**config.mk**
```make
export PLATFORM = sky130hd
export DESIGN_NAME = csr_bank
export DESIGN_NICKNAME = d
export VERILOG_FILES = /design/src/rtl/csr_pkg.sv /design/src/rtl/csr_decode.sv /design/src/rtl/csr_bytemask.sv /design/src/rtl/csr_word.sv /design/src/rtl/csr_bank.sv
export SDC_FILE = /design/constraint.sdc
export NUM_CORES = 1
export LEC_CHECK = 0
export ABC_AREA = 1
export CAP_MARGIN = 25
export CORE_AREA = 3 3 132 134
export DETAILED_ROUTE_END_ITERATION = 10
export DIE_AREA = 0 0 135 137
export DONT_BUFFER_PORTS = 1
export SYNTH_ARGS = -nofsm -noshare
export SYNTH_HDL_FRONTEND = slang
export SYNTH_SLANG_ARGS = --single-unit
```
**constraint.sdc**
```tcl
create_clock -name clk -period 1 [get_ports clk]
set_input_delay 0.05 -clock clk [delete_from_list [all_inputs] [get_ports clk]]
set_output_delay 0.05 -clock clk [all_outputs]
set_load 0.02 [all_outputs]
```
**src/rtl/csr_pkg.sv**
```systemverilog
`timescale 1ns/1ps
package csr_pkg;
    localparam int WORD_W  = 32;
    localparam int LANE_W  = 8;
    localparam int LANES   = WORD_W / LANE_W;
    typedef logic [WORD_W-1:0] word_t;
endpackage

```
**src/rtl/csr_decode.sv**
```systemverilog
`timescale 1ns/1ps
module csr_decode #(
    parameter int NUM_REGS = 4,
    parameter int ADDR_W   = 6
) (
    input  logic [ADDR_W-1:0]   addr,
    output logic [NUM_REGS-1:0] hit,
    output logic                valid
);
    // one comparator per register location at byte offset 4*k
    for (genvar k = 0; k < NUM_REGS; k++) begin : g_hit
        assign hit[k] = (addr == ADDR_W'(k * 4));
    end
    assign valid = |hit;
endmodule

```
**src/rtl/csr_bytemask.sv**
```systemverilog
`timescale 1ns/1ps
module csr_bytemask
    import csr_pkg::*;
#(
    parameter int SIZE_W = 4
) (
    input  logic [SIZE_W-1:0] size,
    output word_t             mask
);
    // lane b is enabled when the access covers more than b bytes
    for (genvar b = 0; b < LANES; b++) begin : g_lane
        assign mask[b*LANE_W +: LANE_W] = {LANE_W{size > SIZE_W'(b)}};
    end
endmodule

```
**src/rtl/csr_word.sv**
```systemverilog
`timescale 1ns/1ps
module csr_word
    import csr_pkg::*;
#(
    parameter word_t RO_M    = '0,
    parameter word_t W1C_M   = '0,
    parameter word_t RSVD_M  = '0,
    parameter word_t COR_M   = '0,
    parameter word_t UNIMP_M = '0
) (
    input  word_t cur,
    input  word_t wdata,
    input  word_t mask,
    input  logic  wr_hit,
    input  logic  rd_hit,
    input  word_t hw_set,
    output word_t nxt,
    output word_t rd_val,
    output logic  rsvd_err,
    output logic  unimp_err
);
    localparam word_t KEEP_M = RO_M | W1C_M | RSVD_M;
    localparam word_t EVT_M  = W1C_M | COR_M;

    word_t no_wr;

    always_comb begin
        no_wr = KEEP_M | ~mask;
        nxt   = cur;
        if (wr_hit) begin
            nxt = (wdata & ~no_wr) | (cur & no_wr);
            nxt = nxt & ~(wdata & W1C_M & mask);
        end else if (rd_hit) begin
            nxt = cur & ~(COR_M & mask);
        end
        // hardware events win over any software clear
        nxt       = nxt | (hw_set & EVT_M);
        rsvd_err  = wr_hit && (|((cur ^ wdata) & RSVD_M));
        unimp_err = wr_hit && (|(wdata & UNIMP_M));
        rd_val    = cur & mask;
    end
endmodule

```
**src/rtl/csr_bank.sv**
```systemverilog
`timescale 1ns/1ps
module csr_bank
    import csr_pkg::*;
#(
    parameter int NUM_REGS = 4,
    parameter int ADDR_W   = 6,
    parameter int SIZE_W   = 4,
    parameter logic [NUM_REGS*WORD_W-1:0] RESET_VALS  =
        {32'h1234_5678, 32'h0000_1200, 32'h0000_0000, 32'h0000_00A5},
    parameter logic [NUM_REGS*WORD_W-1:0] RO_MASKS    =
        {32'h0000_0000, 32'h0000_FF00, 32'h0000_0000, 32'hFF00_0000},
    parameter logic [NUM_REGS*WORD_W-1:0] W1C_MASKS   =
        {32'h0F00_0000, 32'h0000_0000, 32'h0000_00FF, 32'h0000_0000},
    parameter logic [NUM_REGS*WORD_W-1:0] RSVD_MASKS  =
        {32'hF000_0000, 32'h0000_0000, 32'hFFFF_0000, 32'h00F0_0000},
    parameter logic [NUM_REGS*WORD_W-1:0] COR_MASKS   =
        {32'h00F0_0000, 32'h0000_00FF, 32'h0000_0000, 32'h0000_0000},
    parameter logic [NUM_REGS*WORD_W-1:0] UNIMP_MASKS =
        {32'h0000_0000, 32'h8000_0000, 32'h0000_0000, 32'h000F_0000}
) (
    input  logic                       clk,
    input  logic                       rst_n,
    input  logic                       wr_en,
    input  logic                       rd_en,
    input  logic [ADDR_W-1:0]          addr,
    input  logic [SIZE_W-1:0]          size,
    input  logic [WORD_W-1:0]          wr_data,
    input  logic [NUM_REGS*WORD_W-1:0] hw_set,
    input  logic                       err_clr,
    output logic [WORD_W-1:0]          rd_data,
    output logic                       rd_valid,
    output logic                       err_addr,
    output logic                       err_rsvd,
    output logic                       err_unimp,
    output logic [NUM_REGS*WORD_W-1:0] regs_out
);
    typedef struct packed {
        logic [NUM_REGS-1:0][WORD_W-1:0] regs;
        logic [WORD_W-1:0]               rdata;
        logic                            rvalid;
        logic                            e_addr;
        logic                            e_rsvd;
        logic                            e_unimp;
    } state_t;

    localparam state_t RST_STATE = '{
        regs:    RESET_VALS,
        rdata:   '0,
        rvalid:  1'b0,
        e_addr:  1'b0,
        e_rsvd:  1'b0,
        e_unimp: 1'b0
    };

    state_t s_d, s_q;

    logic [NUM_REGS-1:0]             hit;
    logic                            addr_ok;
    word_t                           lane_mask;
    logic [NUM_REGS-1:0]             wr_hit, rd_hit;
    logic [NUM_REGS-1:0][WORD_W-1:0] nxt, rd_val;
    logic [NUM_REGS-1:0]             rsvd_hit, unimp_hit;

    csr_decode #(.NUM_REGS(NUM_REGS), .ADDR_W(ADDR_W)) u_dec (
        .addr  (addr),
        .hit   (hit),
        .valid (addr_ok)
    );

    csr_bytemask #(.SIZE_W(SIZE_W)) u_mask (
        .size (size),
        .mask (lane_mask)
    );

    // a concurrent write takes precedence over a read
    assign wr_hit = hit & {NUM_REGS{wr_en}};
    assign rd_hit = hit & {NUM_REGS{rd_en & ~wr_en}};

    for (genvar k = 0; k < NUM_REGS; k++) begin : g_word
        csr_word #(
            .RO_M    (RO_MASKS   [k*WORD_W +: WORD_W]),
            .W1C_M   (W1C_MASKS  [k*WORD_W +: WORD_W]),
            .RSVD_M  (RSVD_MASKS [k*WORD_W +: WORD_W]),
            .COR_M   (COR_MASKS  [k*WORD_W +: WORD_W]),
            .UNIMP_M (UNIMP_MASKS[k*WORD_W +: WORD_W])
        ) u_word (
            .cur       (s_q.regs[k]),
            .wdata     (wr_data),
            .mask      (lane_mask),
            .wr_hit    (wr_hit[k]),
            .rd_hit    (rd_hit[k]),
            .hw_set    (hw_set[k*WORD_W +: WORD_W]),
            .nxt       (nxt[k]),
            .rd_val    (rd_val[k]),
            .rsvd_err  (rsvd_hit[k]),
            .unimp_err (unimp_hit[k])
        );
    end

    always_comb begin
        s_d        = s_q;
        s_d.regs   = nxt;
        s_d.rvalid = rd_en & ~wr_en;
        s_d.rdata  = '0;
        for (int k = 0; k < NUM_REGS; k++) begin
            if (rd_hit[k]) begin
                s_d.rdata = s_d.rdata | rd_val[k];
            end
        end
        s_d.e_addr  = (s_q.e_addr  & ~err_clr) | ((wr_en | rd_en) & ~addr_ok);
        s_d.e_rsvd  = (s_q.e_rsvd  & ~err_clr) | (|rsvd_hit);
        s_d.e_unimp = (s_q.e_unimp & ~err_clr) | (|unimp_hit);
    end

    always_ff @(posedge clk) begin
        if (!rst_n) begin
            s_q <= RST_STATE;
        end else begin
            s_q <= s_d;
        end
    end

    assign rd_data   = s_q.rdata;
    assign rd_valid  = s_q.rvalid;
    assign err_addr  = s_q.e_addr;
    assign err_rsvd  = s_q.e_rsvd;
    assign err_unimp = s_q.e_unimp;
    assign regs_out  = s_q.regs;
endmodule

```
Yosys cells after proc, flatten, opt, wreduce, memory -nomap -nowiden
Cells that the tools add are included.
Widths: inputs -> output; s select.
{"block": "classes", "n_shift": 0, "n_reduce_logical": 13, "n_mux": 9, "magnitude_cmp": 4, "multipliers": 0, "n_bitwise": 54, "n_div": 0, "n_addsub": 0, "n_eq_ne": 3}
{"op": "$and 32x32->32", "n": 16}
{"op": "$mux 32", "n": 9}
{"op": "$not 32->32", "n": 7}
{"op": "$or 32x32->32", "n": 7}
{"op": "$or 32x8->32", "n": 2}
{"op": "$xor 32x32->32", "n": 2}
{"op": "$and 28x32->32", "n": 1}
{"op": "$and 8x32->32", "n": 1}
{"op": "$not 24->32", "n": 1}
{"op": "$not 8->32", "n": 1}
{"op": "$or 32x28->32", "n": 1}
{"op": "$xor 24x24->24", "n": 1}
{"op": "$reduce_or 16->1", "n": 1}
{"op": "$reduce_or 4->1", "n": 4}
{"op": "$eq 6x4->1 const B", "n": 2}
{"op": "$and 4x4->4", "n": 2}
{"op": "$gt 4x1->1 const B", "n": 2}
{"op": "$gt 4x2->1 const B", "n": 2}
{"op": "$eq 6x3->1 const B", "n": 1}
{"op": "$logic_not 6->1", "n": 1}
{"op": "$and 1x1->1", "n": 5}
{"op": "$logic_and 1x1->1", "n": 5}
{"op": "$or 1x1->1", "n": 4}
{"op": "$not 1->1", "n": 3}
{"op": "other kinds (2)", "n": 2}
{"block": "word_totals", "latch_bits": 0, "output_inout_bits": 164, "wordCells": 92, "in_bits": 175, "mem_bits_ro": 0, "mem_bits_rw": 0, "register_bits": 164, "mem_count": 0}

Depth between registers and ports, before layout
{"block": "depth", "word_depth": 10, "mapped_depth": 10, "depth_no_buf": 9}

Cells and area by module
Synthesis repeated with hierarchy kept, for this count alone.
{"block": "hier_totals", "cells_unflattened": 1575, "hier_area_um2": 9908.3}
{"mod": "csr_bank", "area_per_inst_um2": 6010.8, "seq_area_each_um2": 3283.1, "n_inst": 1, "cells_each": 754}
{"mod": "csr_word (g_word[1].u_word)", "area_per_inst_um2": 979.7, "seq_area_each_um2": 0.0, "n_inst": 1, "cells_each": 210}
{"mod": "csr_word (g_word[2].u_word)", "area_per_inst_um2": 930.9, "seq_area_each_um2": 0.0, "n_inst": 1, "cells_each": 215}
{"mod": "csr_word (g_word[3].u_word)", "area_per_inst_um2": 884.6, "seq_area_each_um2": 0.0, "n_inst": 1, "cells_each": 181}
{"mod": "csr_word (g_word[0].u_word)", "area_per_inst_um2": 807.0, "seq_area_each_um2": 0.0, "n_inst": 1, "cells_each": 165}
{"mod": "csr_bytemask", "area_per_inst_um2": 242.7, "seq_area_each_um2": 0.0, "n_inst": 1, "cells_each": 36}
{"mod": "csr_decode", "area_per_inst_um2": 52.6, "seq_area_each_um2": 0.0, "n_inst": 1, "cells_each": 14}

Least setup slack after synthesis
No wires, ideal clock.
{"block": "synth_path", "path_kind": "in2reg", "start": "input addr[1]", "end": "register s_q (netlist bit regs_out[123])", "setup_ns": 0.132, "n_path_buf": 1, "path_slack_ns": -0.087, "arrival_ns": 0.955, "cell_stages": 7, "cell_sequence": "nor2_2 > nand2_1 > nor2_1 > nand2_2 > buf_2 > o21ai_0 > a21oi_1"}
{"block": "synth_via", "elab_chain_cells": 5, "elab_cells_between_ends": 6}
{"element": "start: declaration", "line": "csr_bank.sv:25", "rtl": "input logic [ADDR_W-1:0] addr,"}
{"element": "$eq 6x4->1 (*)", "line": "csr_decode.sv:12", "rtl": "assign hit[k] = (addr == ADDR_W'(k * 4));"}
{"element": "$and 4x4->4", "line": "csr_bank.sv:77", "rtl": "assign rd_hit = hit & {NUM_REGS{rd_en & ~wr_en}};"}
{"element": "$mux 32", "line": "csr_word.sv:33", "rtl": "end else if (rd_hit) begin"}
{"element": "$mux 32 (*)", "line": "csr_word.sv:30", "rtl": "if (wr_hit) begin"}
{"element": "$or 32x28->32 (*)", "line": "csr_word.sv:37", "rtl": "nxt = nxt | (hw_set & EVT_M);"}
{"element": "end signal: assignment", "line": "csr_bank.sv:117", "rtl": "s_q <= RST_STATE;"}
{"element": "end signal: assignment", "line": "csr_bank.sv:119", "rtl": "s_q <= s_d;"}
{"element": "end: declaration", "line": "csr_bank.sv:55", "rtl": "state_t s_d, s_q;"}
Mark *: on every way between the ends. The rest lies on a longest branch, timed or not.
A chain may end at the register's enable or synchronous reset.

Worst setup path after layout
{"block": "layout_path", "start": "register s_q (netlist bit regs_out[64])", "end": "output regs_out[64]"}
{"element": "end: declaration", "line": "csr_bank.sv:35", "rtl": "output logic [NUM_REGS*WORD_W-1:0] regs_out"}
No word-level cell between the ends.

==> flow_metrics.py <==
metrics = {
    "outcome": {
        "status": "complete, but fails checks",
        "violations": "negative hold slack",
    },
    "synth": {
        "post_synth_num_cell_types": 23,
        "yosys_warnings": 0,
        "seq_area_frac_synth_pct": 45.65,
        "post_synth_main_area_contributors": "dfxtp_1, nand2_1, nor2_1",
        "syn_area_mm2": 0.005438,
        "avgSynthCellArea_um2": 7.044,
        "post_synth_inst_count": 772,
        "synth_top_cell_area_share_pct": 45.65,
        "synth_top_area_cell": "dfxtp_1",
        "yosys_register_bits": 124,
    },
    "worst_setup_path": {
        "element_type_at_the_critical_path_end": "primary output",
        "crit_fanout": 4,
        "critical-path-slowest-cell": "dfxtp_4",
        "data_required_critical_path_ps": 950,
        "cp_top_family": "flip-flops",
        "critPathLaunch": "regs_out[64]",
        "r2r.worst_path.cells": 4,
        "cp-start-kind": "flop",
        "crit-reg2reg-capture": "regs_out[70]",
        "worst_r2r_startpoint": "regs_out[70]",
        "slowest_delay_ps": 350,
        "timing.critical_path.cells": "buf_4",
        "buffers_inverters_on_critical_path": 1,
        "worstPathArrival_ps": 930,
        "rrSetupSlack_ps": 150,
        "setup.worst_path.class": "reg -> out",
    },
    "routing": {
        "wire_per_inst_um": 16.18,
        "drtIter0Drc": 254,
        "detail_route.first_pass.iterations": 4,
        "avgViaCountPerCell": 4.665,
        "postRouteAntennaNets": 0,
        "detail_route.wirelength_mm": 19.52,
        "via_count": 5626,
        "remaining_drc_errors": 0,
    },
    "job": {
        "max-cap-violations": 0,
    },
    "final_layout": {
        "layout-drive-gt1-share_pct": 28.80,
        "finish.net_count": 1149,
        "area.growth.synth_to_final_pct": 46.11,
        "post-route-cell-area_mm2": 0.007945,
        "num-fill-cells": 1604,
        "diodes": 0,
        "final_core_util_pct": 48.43,
    },
    "sta": {
        "timing_max_transition_violations_final": 0,
        "clock_skew_ps": 8.047,
        "setup_viol": 0,
        "timing.final.crit_share_pct": 97.65,
        "achievable-frequency_ghz": 1.024,
        "fin_hold_ws_ps": -275.8,
        "final.min_clock_period_ps": 976.5,
        "timing.final.hold_violations": 65,
    },
    "power_and_ir_drop": {
        "seqPwrFrac_pct": 42.0,
        "cellLeakagePower_nw": 3.755,
        "power.density_cell_area_mw_per_mm2": 1532,
        "power.switching_fraction_pct": 24.97,
        "power_report.internal_total_mw": 9.135,
        "max-vdd-ir-drop_mv": 1.183,
        "combinational_fraction_of_design_power_pct": 9.4,
        "power.net_switching_mw": 3.040,
        "power_frac_clock_pct": 48.6,
    },
    "grt": {
        "grt_start_max_net_pins": 58,
        "grt_antenna_before_repair": 0,
        "gr-total-overflow": 0,
        "via_count_of_the_first_global_routing_pass": 5464,
        "wire_length_of_the_first_global_routing_pass_mm": 29.68,
        "grt_usage_pct": 20.78,
    },
    "floorplan": {
        "die_area_mm2": 0.01850,
        "placeableCoreArea_mm2": 0.01641,
        "ios": 339,
        "die_h_um": 137,
        "floorplan.initialDensity_pct": 33.14,
        "rows": 47,
        "chipWidth_um": 135,
    },
    "clock_network": {
        "clk_pin_slew_worst_paths_ps": 60,
        "htree_num_levels": 4,
        "worstSkewPairLatency_ps": 420,
        "cts.root.buffer_cell": "clkbuf_16",
        "cts_tree": "yes",
        "cts_buf_count": 17,
        "maximum_number_of_buffers_from_clock_root_to_sink": 2,
        "numClockSinks": 124,
    },
    "placement": {
        "dpl-instance-area_mm2": 0.006698,
        "io_buffers": 0,
        "dpl_wire_length_mm": 14.33,
        "globalplace.congestion": 0.8468,
    },
    "hold_path": {
        "beginning_of_the_worst_hold_path": "rst_n",
        "hold_path.class": "in -> reg",
        "hold_depth": 1,
    },
}
## metrics by stage
| step | setup TNS [ps] | power [mW] | cells | setup WS (ps) |
|---|---|---|---|---|
| 2_1_floorplan | -513.4 | 5.901 | 810 | -22.86 |
| 3_3_place_gp | -21830 | 6.134 | 1120 | -288.2 |
| 3_5_place_dp | -25530 | 6.139 | 1120 | -293.8 |
| 4_1_cts | 0 | 12.23 | 1201 | 0.1761 |
| 5_1_grt | -2.214 | 12.60 | 1206 | -2.214 |
| 6_report | 0 | 12.17 | 1206 | 23.51 |
## synthesized netlist by cell type, drive strengths merged
master and count:
nor3b 3, o21ai 53, a21oi 49, dfxtp 124
inv 53, conb 2, clkbuf 11, nor2 142
nand4 1, buf 53, nor3 1, nand3b 1
nand3 77, o211ai 10, nand2 192
## per-layer routing
metal	vias up	GRT usage, %	part of all wire [%]
met2	237	33.02	45
met5	-	0	0
met3	27	6.654	9.2
li1	2808	-	-
met4	0	6.719	1.8
met1	2554	26.89	44
## cells in the final DEF (no fill, tap or decap), drive strengths merged, types with 2 or more instances in the layout
cell type	count
a21oi	49
nand3	77
nor2	142
nor3b	3
dfxtp	124
inv	54
nand2	192
clkinv	5
conb	40
buf	156
o21ai	53
bufinv	2
o211ai	10
clkbuf	19
clkinvlp	4
dlygate4sd3	53
## layout make-up
class	instances	area, um2	share of cell area (%)
tap	220	275.3	3.465
multi-input combinational	569	2505	31.53
inverter	53	203.9	2.567
sequential	124	2586	32.55
clock buffer	19	432.9	5.449
clock inverter	12	123.9	1.559
timing repair buffer	209	1818	22.88
## kinds of logic (layout without fill, tap and decap cells)
group / Yosys count / after routing / synth area share [%]
buffers and inverters: 117 / 293 / 11.37
other: 2 / 40 / 0.1381
and+or+nand+nor: 417 / 417 / 32.08
AOI/OAI and AO/OA: 112 / 112 / 10.77
DFF: 124 / 124 / 45.65
## how the worst max path moves through the flow
stage	slack, ps	depth (start not counted)	end
after floorplan	-20	7	flop
after global placement	-290	10	regs_out[118]
after detailed placement	-290	10	regs_out[118]
after CTS	0.2	1	regs_out[35]
after global routing	-2	1	regs_out[67]
final	20	1	regs_out[64]
## power by group through the flow
stage	Clock (mW)	Combinational (mW)	Sequential, mW
floorplan	0	0.606	5.29
global placement	0	0.923	5.21
detailed placement	0	0.929	5.21
CTS	6.01	1.11	5.11
global route	6.23	1.24	5.12
finish	5.92	1.14	5.11
## timing repair
| item | in CTS | in global routing |
|---|---|---|
| resized for setup | 39 | 50 |
| buffers inserted | 0 | 2 |
| setup endpoints to repair | 37 | 47 |
| gates cloned | 0 | 0 |
| endpoints found under the hold margin | 108 | 69 |
| hold buffers | 50 | 3 |
| pin swaps | 0 | 0 |
(Power assumes the default switching activity.)
